### config.mk
export PLATFORM = sky130hd
export DESIGN_NAME = seq_controller
export DESIGN_NICKNAME = d
export VERILOG_FILES = /design/src/rtl/seq_ctrl_pkg.sv /design/src/rtl/seq_ring.sv /design/src/rtl/seq_op_decode.sv /design/src/rtl/seq_cw_encode.sv /design/src/rtl/seq_controller.sv
export SDC_FILE = /design/constraint.sdc
export NUM_CORES = 1
export LEC_CHECK = 0
export ABC_AREA = 1
export BUFFER_PORTS_ARGS = -buffer_cell sky130_fd_sc_hd__buf_2
export CAP_MARGIN = 20
export CORE_AREA = 2 2 39 41
export CTS_BUF_LIST = sky130_fd_sc_hd__clkbuf_4 sky130_fd_sc_hd__clkbuf_8
export DETAILED_ROUTE_END_ITERATION = 8
export DIE_AREA = 0 0 41 43
export SLEW_MARGIN = 20
export SYNTH_ARGS = -nofsm -noshare
export SYNTH_HDL_FRONTEND = slang
export SYNTH_SLANG_ARGS = --single-unit
### constraint.sdc
create_clock -name clk -period 4.14 [get_ports clk]
set_clock_uncertainty 0.1 [all_clocks]
set_input_delay 0.828 -clock clk [delete_from_list [all_inputs] [get_ports clk]]
set_output_delay 0.828 -clock clk [all_outputs]
set_load 0.01 [all_outputs]
### src/rtl/seq_ctrl_pkg.sv
package seq_ctrl_pkg;

  localparam int OP_W  = 4;
  localparam int CW_W  = 12;
  localparam int NUM_T = 6;

  // timing state positions inside the one-hot ring
  localparam int T_ADDR  = 0;
  localparam int T_STEP  = 1;
  localparam int T_GRAB  = 2;
  localparam int T_EX0   = 3;
  localparam int T_EX1   = 4;
  localparam int T_EX2   = 5;

  // control word bit positions (the datapath decodes this order)
  localparam int CW_PC_STEP = 11;
  localparam int CW_PC_DRV  = 10;
  localparam int CW_ADDR_LD = 9;
  localparam int CW_MEM_DRV = 8;
  localparam int CW_INSN_LD = 7;
  localparam int CW_ARG_DRV = 6;
  localparam int CW_ACC_LD  = 5;
  localparam int CW_ACC_DRV = 4;
  localparam int CW_SUB     = 3;
  localparam int CW_ALU_DRV = 2;
  localparam int CW_OPB_LD  = 1;
  localparam int CW_PORT_LD = 0;

  typedef enum logic [3:0] {
    OP_LOAD = 4'b0000,
    OP_ADD  = 4'b0001,
    OP_SUB  = 4'b0010,
    OP_SHOW = 4'b1110,
    OP_STOP = 4'b1111
  } op_e;

  typedef struct packed {
    logic load;
    logic add;
    logic sub;
    logic show;
    logic stop;
  } op_class_t;

endpackage

### src/rtl/seq_ring.sv
module seq_ring #(
  parameter int N = 6
) (
  input  logic         clk,
  input  logic         rst,
  input  logic         hold,
  output logic [N-1:0] ring
);

  localparam logic [N-1:0] RING_HOME = {{(N-1){1'b0}}, 1'b1};

  always_ff @(negedge clk) begin
    if (rst) begin
      ring <= RING_HOME;
    end else if (!hold) begin
      ring <= {ring[N-2:0], ring[N-1]};
    end
  end

endmodule

### src/rtl/seq_op_decode.sv
module seq_op_decode
  import seq_ctrl_pkg::*;
#(
  parameter int W = OP_W
) (
  input  logic [W-1:0] opcode,
  output op_class_t    cls
);

  always_comb begin
    cls      = '0;
    cls.load = (opcode == W'(OP_LOAD));
    cls.add  = (opcode == W'(OP_ADD));
    cls.sub  = (opcode == W'(OP_SUB));
    cls.show = (opcode == W'(OP_SHOW));
    cls.stop = (opcode == W'(OP_STOP));
  end

endmodule

### src/rtl/seq_cw_encode.sv
module seq_cw_encode
  import seq_ctrl_pkg::*;
#(
  parameter int NT = NUM_T,
  parameter int CW = CW_W
) (
  input  logic [NT-1:0] ring,
  input  op_class_t     cls,
  output logic [CW-1:0] cw
);

  logic arith;
  assign arith = cls.add | cls.sub;

  always_comb begin
    cw = '0;
    // fetch: opcode plays no part
    if (ring[T_ADDR]) begin
      cw[CW_PC_DRV]  = 1'b1;
      cw[CW_ADDR_LD] = 1'b1;
    end
    if (ring[T_STEP]) begin
      cw[CW_PC_STEP] = 1'b1;
    end
    if (ring[T_GRAB]) begin
      cw[CW_MEM_DRV] = 1'b1;
      cw[CW_INSN_LD] = 1'b1;
    end
    // execute
    if (ring[T_EX0]) begin
      if (cls.load | arith) begin
        cw[CW_ARG_DRV] = 1'b1;
        cw[CW_ADDR_LD] = 1'b1;
      end
      if (cls.show) begin
        cw[CW_ACC_DRV] = 1'b1;
        cw[CW_PORT_LD] = 1'b1;
      end
    end
    if (ring[T_EX1]) begin
      if (cls.load) begin
        cw[CW_MEM_DRV] = 1'b1;
        cw[CW_ACC_LD]  = 1'b1;
      end
      if (arith) begin
        cw[CW_MEM_DRV] = 1'b1;
        cw[CW_OPB_LD]  = 1'b1;
      end
    end
    if (ring[T_EX2]) begin
      if (arith) begin
        cw[CW_ALU_DRV] = 1'b1;
        cw[CW_ACC_LD]  = 1'b1;
        cw[CW_SUB]     = cls.sub;
      end
    end
  end

endmodule

### src/rtl/seq_controller.sv
module seq_controller
  import seq_ctrl_pkg::*;
#(
  parameter int OPW = OP_W,
  parameter int CWW = CW_W,
  parameter int NT  = NUM_T
) (
  input  logic           clk,
  input  logic           rst,
  input  logic [OPW-1:0] opcode,
  output logic [CWW-1:0] ctrl_word,
  output logic [NT-1:0]  t_state,
  output logic           halt
);

  op_class_t      cls;
  logic [CWW-1:0] raw_cw;
  logic           stop_now;
  logic           halted_q;

  seq_op_decode #(.W(OPW)) u_dec (
    .opcode (opcode),
    .cls    (cls)
  );

  seq_ring #(.N(NT)) u_ring (
    .clk  (clk),
    .rst  (rst),
    .hold (halt),
    .ring (t_state)
  );

  seq_cw_encode #(.NT(NT), .CW(CWW)) u_enc (
    .ring (t_state),
    .cls  (cls),
    .cw   (raw_cw)
  );

  assign stop_now = t_state[T_EX0] & cls.stop;

  // sticky stop: once taken, later opcode changes cannot release it
  always_ff @(negedge clk) begin
    if (rst) begin
      halted_q <= 1'b0;
    end else if (stop_now) begin
      halted_q <= 1'b1;
    end
  end

  assign halt      = ~rst & (halted_q | stop_now);
  assign ctrl_word = (rst | halt) ? '0 : raw_cw;

endmodule

* After elaboration in Yosys (flattened, before gate mapping)
Index checks and enable logic that the tools add are counted.
** Word-level totals
- Input port bits :: 6
- Output and inout port bits :: 19
- Register bits after elaboration :: 7
- Word-level logic and storage cells :: 35
** Operators by class
- Reduce and logical (&&, ||, !) cells :: 1
- Equality and inequality tests :: 4
- Bitwise gates (word level) :: 7
- Muxes and demuxes :: 21
** Operator list (count)
- $mux 1 :: 16
- $mux 12 :: 1
- $eq 4x4->1 const B :: 2
- $mux 2 :: 4
- $eq 4x1->1 const B :: 1
- $eq 4x2->1 const B :: 1
- $logic_not 4->1 :: 1
- $or 1x1->1 :: 4
- $and 1x1->1 :: 2
- $not 1->1 :: 1

* Longest topological paths before layout
Gate-level depths: netlist (run 1).
- Word-level depth :: 6
- Mapped depth :: 6

* Hierarchy
A second synthesis (run 1) with hierarchy kept.
** Second synthesis, totals
- Cell total of the unflattened synthesis :: 109
- Area, all modules :: 621.8 sq um
** Modules (own cells, without submodules)
- seq_ring :: area an instance 249.0 sq um, times used 1, sequential area each 120.1 sq um, cells each 38
- seq_controller :: area an instance 188.9 sq um, times used 1, sequential area each 20.0 sq um, cells each 33
- seq_cw_encode :: area an instance 120.1 sq um, times used 1, sequential area each 0.0 sq um, cells each 23
- seq_op_decode :: area an instance 63.8 sq um, times used 1, sequential area each 0.0 sq um, cells each 15

==> metrics.txt, run 1 <==
status=complete, but fails checks; failing checks=setup timing; DIE AREA=0.00176 sq mm; initial antenna violation count=0; drt total wl=1270 microns; max incr delay on CP=0.34 ns; routability congestion estimate=0.706; Post-Place Cells=107; fin cells=121; Syn-to-layout area delta=69.0%; CTS tree=done; clock sinks=7; Worst Path Arrival=3.38 ns; worst path required time=3.21 ns; post-route setup TNS=-1.84 ns; CP top delay family=simple AND/OR/NAND/NOR gates; post-route design area=729 sq um; Residual DRC=0; Worst Hold Margin=0.355 ns; vias per cell=4.58; Place WS=0.0794 ns; Worst-Skew Late Latency=0.31 ns; Netlist Area Pre-Place=432 sq um; Net Count, Synth=72; Core Util, Final=0.527; CP Max Fanout=5; share of layout cells above drive strength 1=0.486; DP HPWL=827 microns; Synth Register Bits=7; slowest cell on the critical path=dfxtp_2; core area=0.00138 sq mm; top cell type by total area after synthesis=dfxtp_1; Slew Limit Fails=0; max-cap check violation count=0; synth warn=0; wire per inst=10.5 microns; Worst Hold Depth=2; critical path type=reg -> out; CTS clk-pin slew, worst paths=0.04 ns; Synth cell types=17; DRT Pass-1 Iters=3; min-delay src=u_ring.ring[5]$_SDFFE_NP0N_; first-pass GRT wire length=1890 microns; vias in the first global route=495; critical path buffer and inverter count=1; clk root buf=clkbuf_4; H-tree depth=1; critical path cell sequence=nand3_4 -> nor2_4 -> nor2_4 -> nand2_4 -> nor3_4 -> buf_2; Yosys top cell area share=0.325; WHS Endpoint=u_ring.ring[5]$_SDFFE_NP0N_; kind of start point of the critical path=register; Pwr Total=0.188 mW; IO buf count=24; ANT nets after route=0; FILL cells=152; Hold Buf Count CTS=0; largest net degree at the start of global routing=7; placed cell area=591 sq um; cell mode on critical path=nor2_4; R2R depth=7; Post-Synthesis Cells=66; Slew headroom=0.830; total power divided by cell area=257 mW/mm^2; Finish-stage setup viols=13; fin worst setup slack=-0.166 ns; reg2reg end=u_ring.ring[3]$_SDFFE_NP0N_; average size of a mapped cell=6.54 sq um; sequential-to-total area share from yosys stat=0.325; via count=554; die height=43 microns; RSZ-0062 raised after global routing=yes; origin of the critical flop-to-flop path=u_ring.ring[3]$_SDFFE_NP0N_; starting DRC count in detailed routing=9; n_diodes=0; maximum VDD drop=0.000133 V; io pins=25; num rows=14; Min-Delay Path Class=reg -> reg; Final Hold Fails=0; Global Route Usage Sum=0.160; Die Wd=41 microns; largest cells by area after synthesis=dfxtp_1, nand2_1, inv_1; CTS max path bufs=2; crit path capture type=output port; setup slack, reg-to-reg=2.96 ns; fin nets=112; Leak=0.460 nW; initial core utilization=0.312; grt ovf=0; TritonCTS Buffers=3; worst slew pin tran=0.254 ns
## how the worst max path moves through the flow
stage                         endpoint  slack, ns                        start  cells after the start
after CTS                 ctrl_word[1]      -0.16  u_ring.ring[3]$_SDFFE_NP0N_                      6
after global placement    ctrl_word[2]       0.08  u_ring.ring[3]$_SDFFE_NP0N_                      6
final                     ctrl_word[0]      -0.17  u_ring.ring[3]$_SDFFE_NP0N_                      6
after floorplan           ctrl_word[4]    -0.0008  u_ring.ring[3]$_SDFFE_NP0N_                      6
after global routing      ctrl_word[0]      -0.24  u_ring.ring[3]$_SDFFE_NP0N_                      6
after detailed placement  ctrl_word[1]       0.08  u_ring.ring[3]$_SDFFE_NP0N_                      6
## worst min-delay path: cells and delay by family (launching register included)
kind          cells  cell delay (ns)
flops             1             0.31
simple gates      2             0.10
## cell families (layout without fill, tap and decap cells)
logic type | count (synthesis) | in the layout | share of synthesized area
DFF | 7 | 7 | 0.325
buffers and inverters | 14 | 53 | 0.130
and+or+nand+nor | 42 | 42 | 0.504
AOI/OAI and AO/OA | 3 | 3 | 0.0406
## power breakdown
| part | switching [mW] | total (mW) | internal, mW |
|---|---|---|---|
| clock | 0.0426 | 0.0861 | 0.0435 |
| sequential | 0.00227 | 0.0726 | 0.0703 |
| combinational | 0.0183 | 0.0291 | 0.0108 |
| total | 0.0632 | 0.188 | 0.125 |
## area by class of cell
cell class	instances	area [sq um]	share of cell area
inverters	12	45.0	0.0617
clock inverters	8	30.0	0.0412
clock buffers	3	22.5	0.0309
well taps	16	20.0	0.0274
multi-input cells	45	298	0.408
repair buffers	30	171	0.235
flip-flops and latches	7	143	0.196
## state kept, by name (all words and copies together), names as in the netlist
name,count
halted_q,1
u_ring.ring,6
## cells in the final DEF, fill, tap and decap left out
cell type | synthesis | routed
inv_1 | 13 | 19
a21oi_1 | 1 | 1
clkbuf_4 | 0 | 3
buf_2 | 0 | 23
nand3_1 | 4 | 4
dfxtp_2 | 0 | 2
o21bai_4 | 0 | 1
o21ai_1 | 0 | 1
nand2_2 | 1 | 4
nor3_2 | 0 | 3
nand2_1 | 21 | 18
nor2_8 | 1 | 1
nand3_4 | 0 | 1
nand4_1 | 2 | 2
nor2_4 | 1 | 3
dfxtp_1 | 7 | 5
nand2_4 | 1 | 1
buf_4 | 1 | 6
nor2_1 | 4 | 4
nor3_4 | 0 | 1
buf_6 | 0 | 1
inv_2 | 0 | 1
## routing by layer
layer,vias to the layer above,global-route usage,part of all wire
met5,-,0,0
met4,0,0.107,0.0047
met3,2,0.0733,0.078
met2,21,0.250,0.50
met1,249,0.160,0.42
li1,282,-,-
## repair_timing
item	4_1_cts	5_1_grt
pin swaps	6	2
setup buffers	4	0
resized for setup	8	8
setup endpoints to repair	13	13
gates cloned	0	0
## synthesized netlist by cell type (all sizes together)
cell    instances
o21bai          1
nor2            8
o21ai           1
buf             1
dfxtp           7
nand2          23
nand3           5
nor3            4
nand4           2
inv            13
a21oi           1
Note: power is estimated with default switching activity, not from simulation.
==> run 2, diff against run 1 <==
- ABC_AREA: 1 -> not set
- CAP_MARGIN: 20 -> 10
- PLACE_DENSITY: not set -> 0.68
==> run 2 against run 1 <==
The run still ends with setup timing left. Combinational power grew 150%. Total power grew 27%. Design area grew 28%. Routed wire length grew 64%. Synthesized area grew 17%. Sequential cell count is the same. Die area is the same. Worst hold slack gained 0.12 ns. Clock power shrank 0.6%. Sequential power grew 11%. Largest power group unchanged.
==> metrics.txt, run 2 <==
Global Route Usage Sum=0.219 (+0.0586); FILL cells=110 (-28%); kind of start point of the critical path=register; Leak=0.442 nW (-3.9%); reg2reg end=u_ring.ring[2]$_SDFFE_NP0N_; Die Wd=41 microns (unchanged); largest cells by area after synthesis=dfxtp_1, nor2_1, inv_1; Syn-to-layout area delta=84.2%; WHS Endpoint=u_ring.ring[4]$_SDFFE_NP0N_; initial antenna violation count=0 (unchanged); DIE AREA=0.00176 sq mm (unchanged); placed cell area=663 sq um (+12%); number of flip-flops in the largest register=6 (unchanged); ANT nets after route=0 (unchanged); Hold Buf Count CTS=0 (unchanged); Worst-Skew Late Latency=0.31 ns (about the same); Min-Delay Path Class=reg -> reg; wire per inst=16.4 microns (+56%); IO buf count=24 (unchanged); first-pass GRT wire length=2610 microns (+38%); crit path capture type=output port; vias per cell=5.80 (+27%); origin of the critical flop-to-flop path=u_ring.ring[3]$_SDFFE_NP0N_; R2R depth=4 (-3); max-cap check violation count=0 (unchanged); CTS tree=done; grt ovf=0 (unchanged); number of synthesized flops with an enable pin=0 (unchanged); H-tree depth=1 (unchanged); most frequent cells in the layout=buf_2, inv_1, buf_4; RSZ-0062 raised after global routing=yes; fraction of registers with async set/reset=0 (unchanged); Slew Limit Fails=0 (unchanged); biggest regs=u_ring.ring x6, halted_q x1; synth warn=0 (unchanged); Residual DRC=0 (unchanged); share of layout cells above drive strength 1=0.595 (+0.109); maximum VDD drop=0.000225 V (+69%); critical path type=reg -> out; io pins=25 (unchanged); Slew headroom=0.779 (-0.0504); Reg with most FFs=u_ring.ring; TritonCTS Buffers=3 (unchanged); largest net degree at the start of global routing=8 (+1); commonest non-fill, non-tap cell in the layout=buf_2; num rows=14 (unchanged); initial core utilization=0.365 (+0.0533); DRT Pass-1 Iters=4 (+1); Post-Place Cells=104 (-2.8%); n_diodes=0 (unchanged); Worst Path Arrival=3.43 ns (+0.05 ns); DP HPWL=1080 microns (+31%); average size of a mapped cell=7.78 sq um (+19%); fin cells=127 (+5.0%); clock sinks=7 (unchanged); total power divided by cell area=256 mW/mm^2 (-0.38%); Finish-stage setup viols=11 (-2); CP Max Fanout=4 (-1); ys flop type=dfxtp_1; status=complete, but fails checks; Yosys top cell area share=0.277 (-0.0474); drt total wl=2080 microns (+64%); failing checks=setup timing; via count=736 (+33%); fin nets=118 (+5.4%); Worst Hold Depth=2 (unchanged); min-delay src=halted_q$_SDFFE_NP0P_; post-route design area=931 sq um (+28%); vias in the first global route=652 (+32%); Commonest cells post-synth=nor2_1, dfxtp_1, inv_1; worst path required time=3.21 ns (about the same); CTS clk-pin slew, worst paths=0.04 ns (about the same); routability congestion estimate=0.805 (+14%); die height=43 microns (unchanged); top cell type by total area after synthesis=dfxtp_1; Final Hold Fails=0 (unchanged); Post-Synthesis Cells=65 (-1.5%); core area=0.00138 sq mm (unchanged); Place WS=0.0777 ns (-0.00168 ns); starting DRC count in detailed routing=45 (+36); slowest cell on the critical path=dfxtp_1; Pwr Total=0.239 mW (+27%); Net Count, Synth=71 (-1.4%); worst slew pin tran=0.329 ns (+0.0742 ns); Synth Register Bits=7 (unchanged); Netlist Area Pre-Place=505 sq um (+17%); clk root buf=clkbuf_4; sequential-to-total area share from yosys stat=0.277 (-0.0474); setup slack, reg-to-reg=2.87 ns (-0.09 ns); Synth cell types=31 (+14); fin worst setup slack=-0.219 ns (-0.0525 ns); CTS max path bufs=2 (unchanged); max incr delay on CP=0.39 ns (+0.05 ns); top-count cell post-synth=nor2_1; critical path cell sequence=inv_1 -> a2111oi_2 -> buf_2
run 2: changes by cell type after synthesis, sizes merged, moves of 2 or more:
cell    delta
nand3      -4
nand2     -18
o211ai     +2
inv        -5
nor4b      +2
a31oi      +2
buf        +2
a22oi      +3
a211oi     +2
o311ai     +3
run 2: kinds of logic after synthesis:
| family | synth area share |
|---|---|
| DFF | 0.277 |
| xor gates and xnor gates | 0.0173 |
| AOI/OAI and AO/OA | 0.285 |
| buffers and inverters | 0.0941 |
| and+or+nand+nor | 0.327 |
run 2: layout make-up:
type                            count  area, sq um  area share
Clock buffer                        3         22.5      0.0242
Tap cell                           16         20.0      0.0215
Clock inverter                      8         30.0      0.0323
Timing Repair Buffer               39          259       0.278
Sequential cell                     7          151       0.163
Multi-Input combinational cell     47          419       0.450
Inverter                            7         28.8      0.0309
run 2: power breakdown:
group          switching (mW)  total [mW]  internal (mW)  leakage, nW
clock network          0.0421      0.0856         0.0435       0.0564
registers             0.00785      0.0806         0.0727       0.0601
logic                  0.0408      0.0726         0.0318        0.325
total                  0.0908       0.239          0.148        0.442
run 2: timing repair:
item                                    CTS  global route
gates cloned                              0             0
setup buffers                             7             6
pin swaps                                 4             3
endpoints found under the setup margin   13            13
gates resized for setup                  17            11
run 2: per-stage QoR:
stage          hold WS (ns)   util  setup TNS, ns
2_1_floorplan         0.435      -              0
3_3_place_gp          0.426  0.479              0
3_5_place_dp          0.439  0.479              0
4_1_cts               0.437  0.609         -0.746
5_1_grt               0.487  0.673          -1.92
6_report              0.477  0.673          -1.19
run 2: how the worst max path moves through the flow:
stage,start,endpoint,slack [ns],cells past startpoint
after floorplan,u_ring.ring[3]$_SDFFE_NP0N_,ctrl_word[4],0.03,3
after global placement,u_ring.ring[3]$_SDFFE_NP0N_,ctrl_word[9],0.11,4
after detailed placement,u_ring.ring[3]$_SDFFE_NP0N_,ctrl_word[9],0.08,4
after CTS,u_ring.ring[3]$_SDFFE_NP0N_,ctrl_word[9],-0.18,4
after global routing,u_ring.ring[3]$_SDFFE_NP0N_,ctrl_word[9],-0.27,4
final,u_ring.ring[0]$_SDFFE_NP1N_,ctrl_word[9],-0.22,3
run 2: critical path, delay by kind of cell (launching register included):
kind                   cells  cell delay, ns
DFF                        1            0.39
buffers and inverters      2            0.33
AOI/OAI and AO/OA          1            0.32
run 2: metal layers:
metal	global-route usage	vias to the layer above	part of all wire
li1	-	336	-
met1	0.267	350	0.40
met2	0.281	42	0.52
met3	0.110	8	0.071
met4	0.160	0	0.016
met5	0	-	0
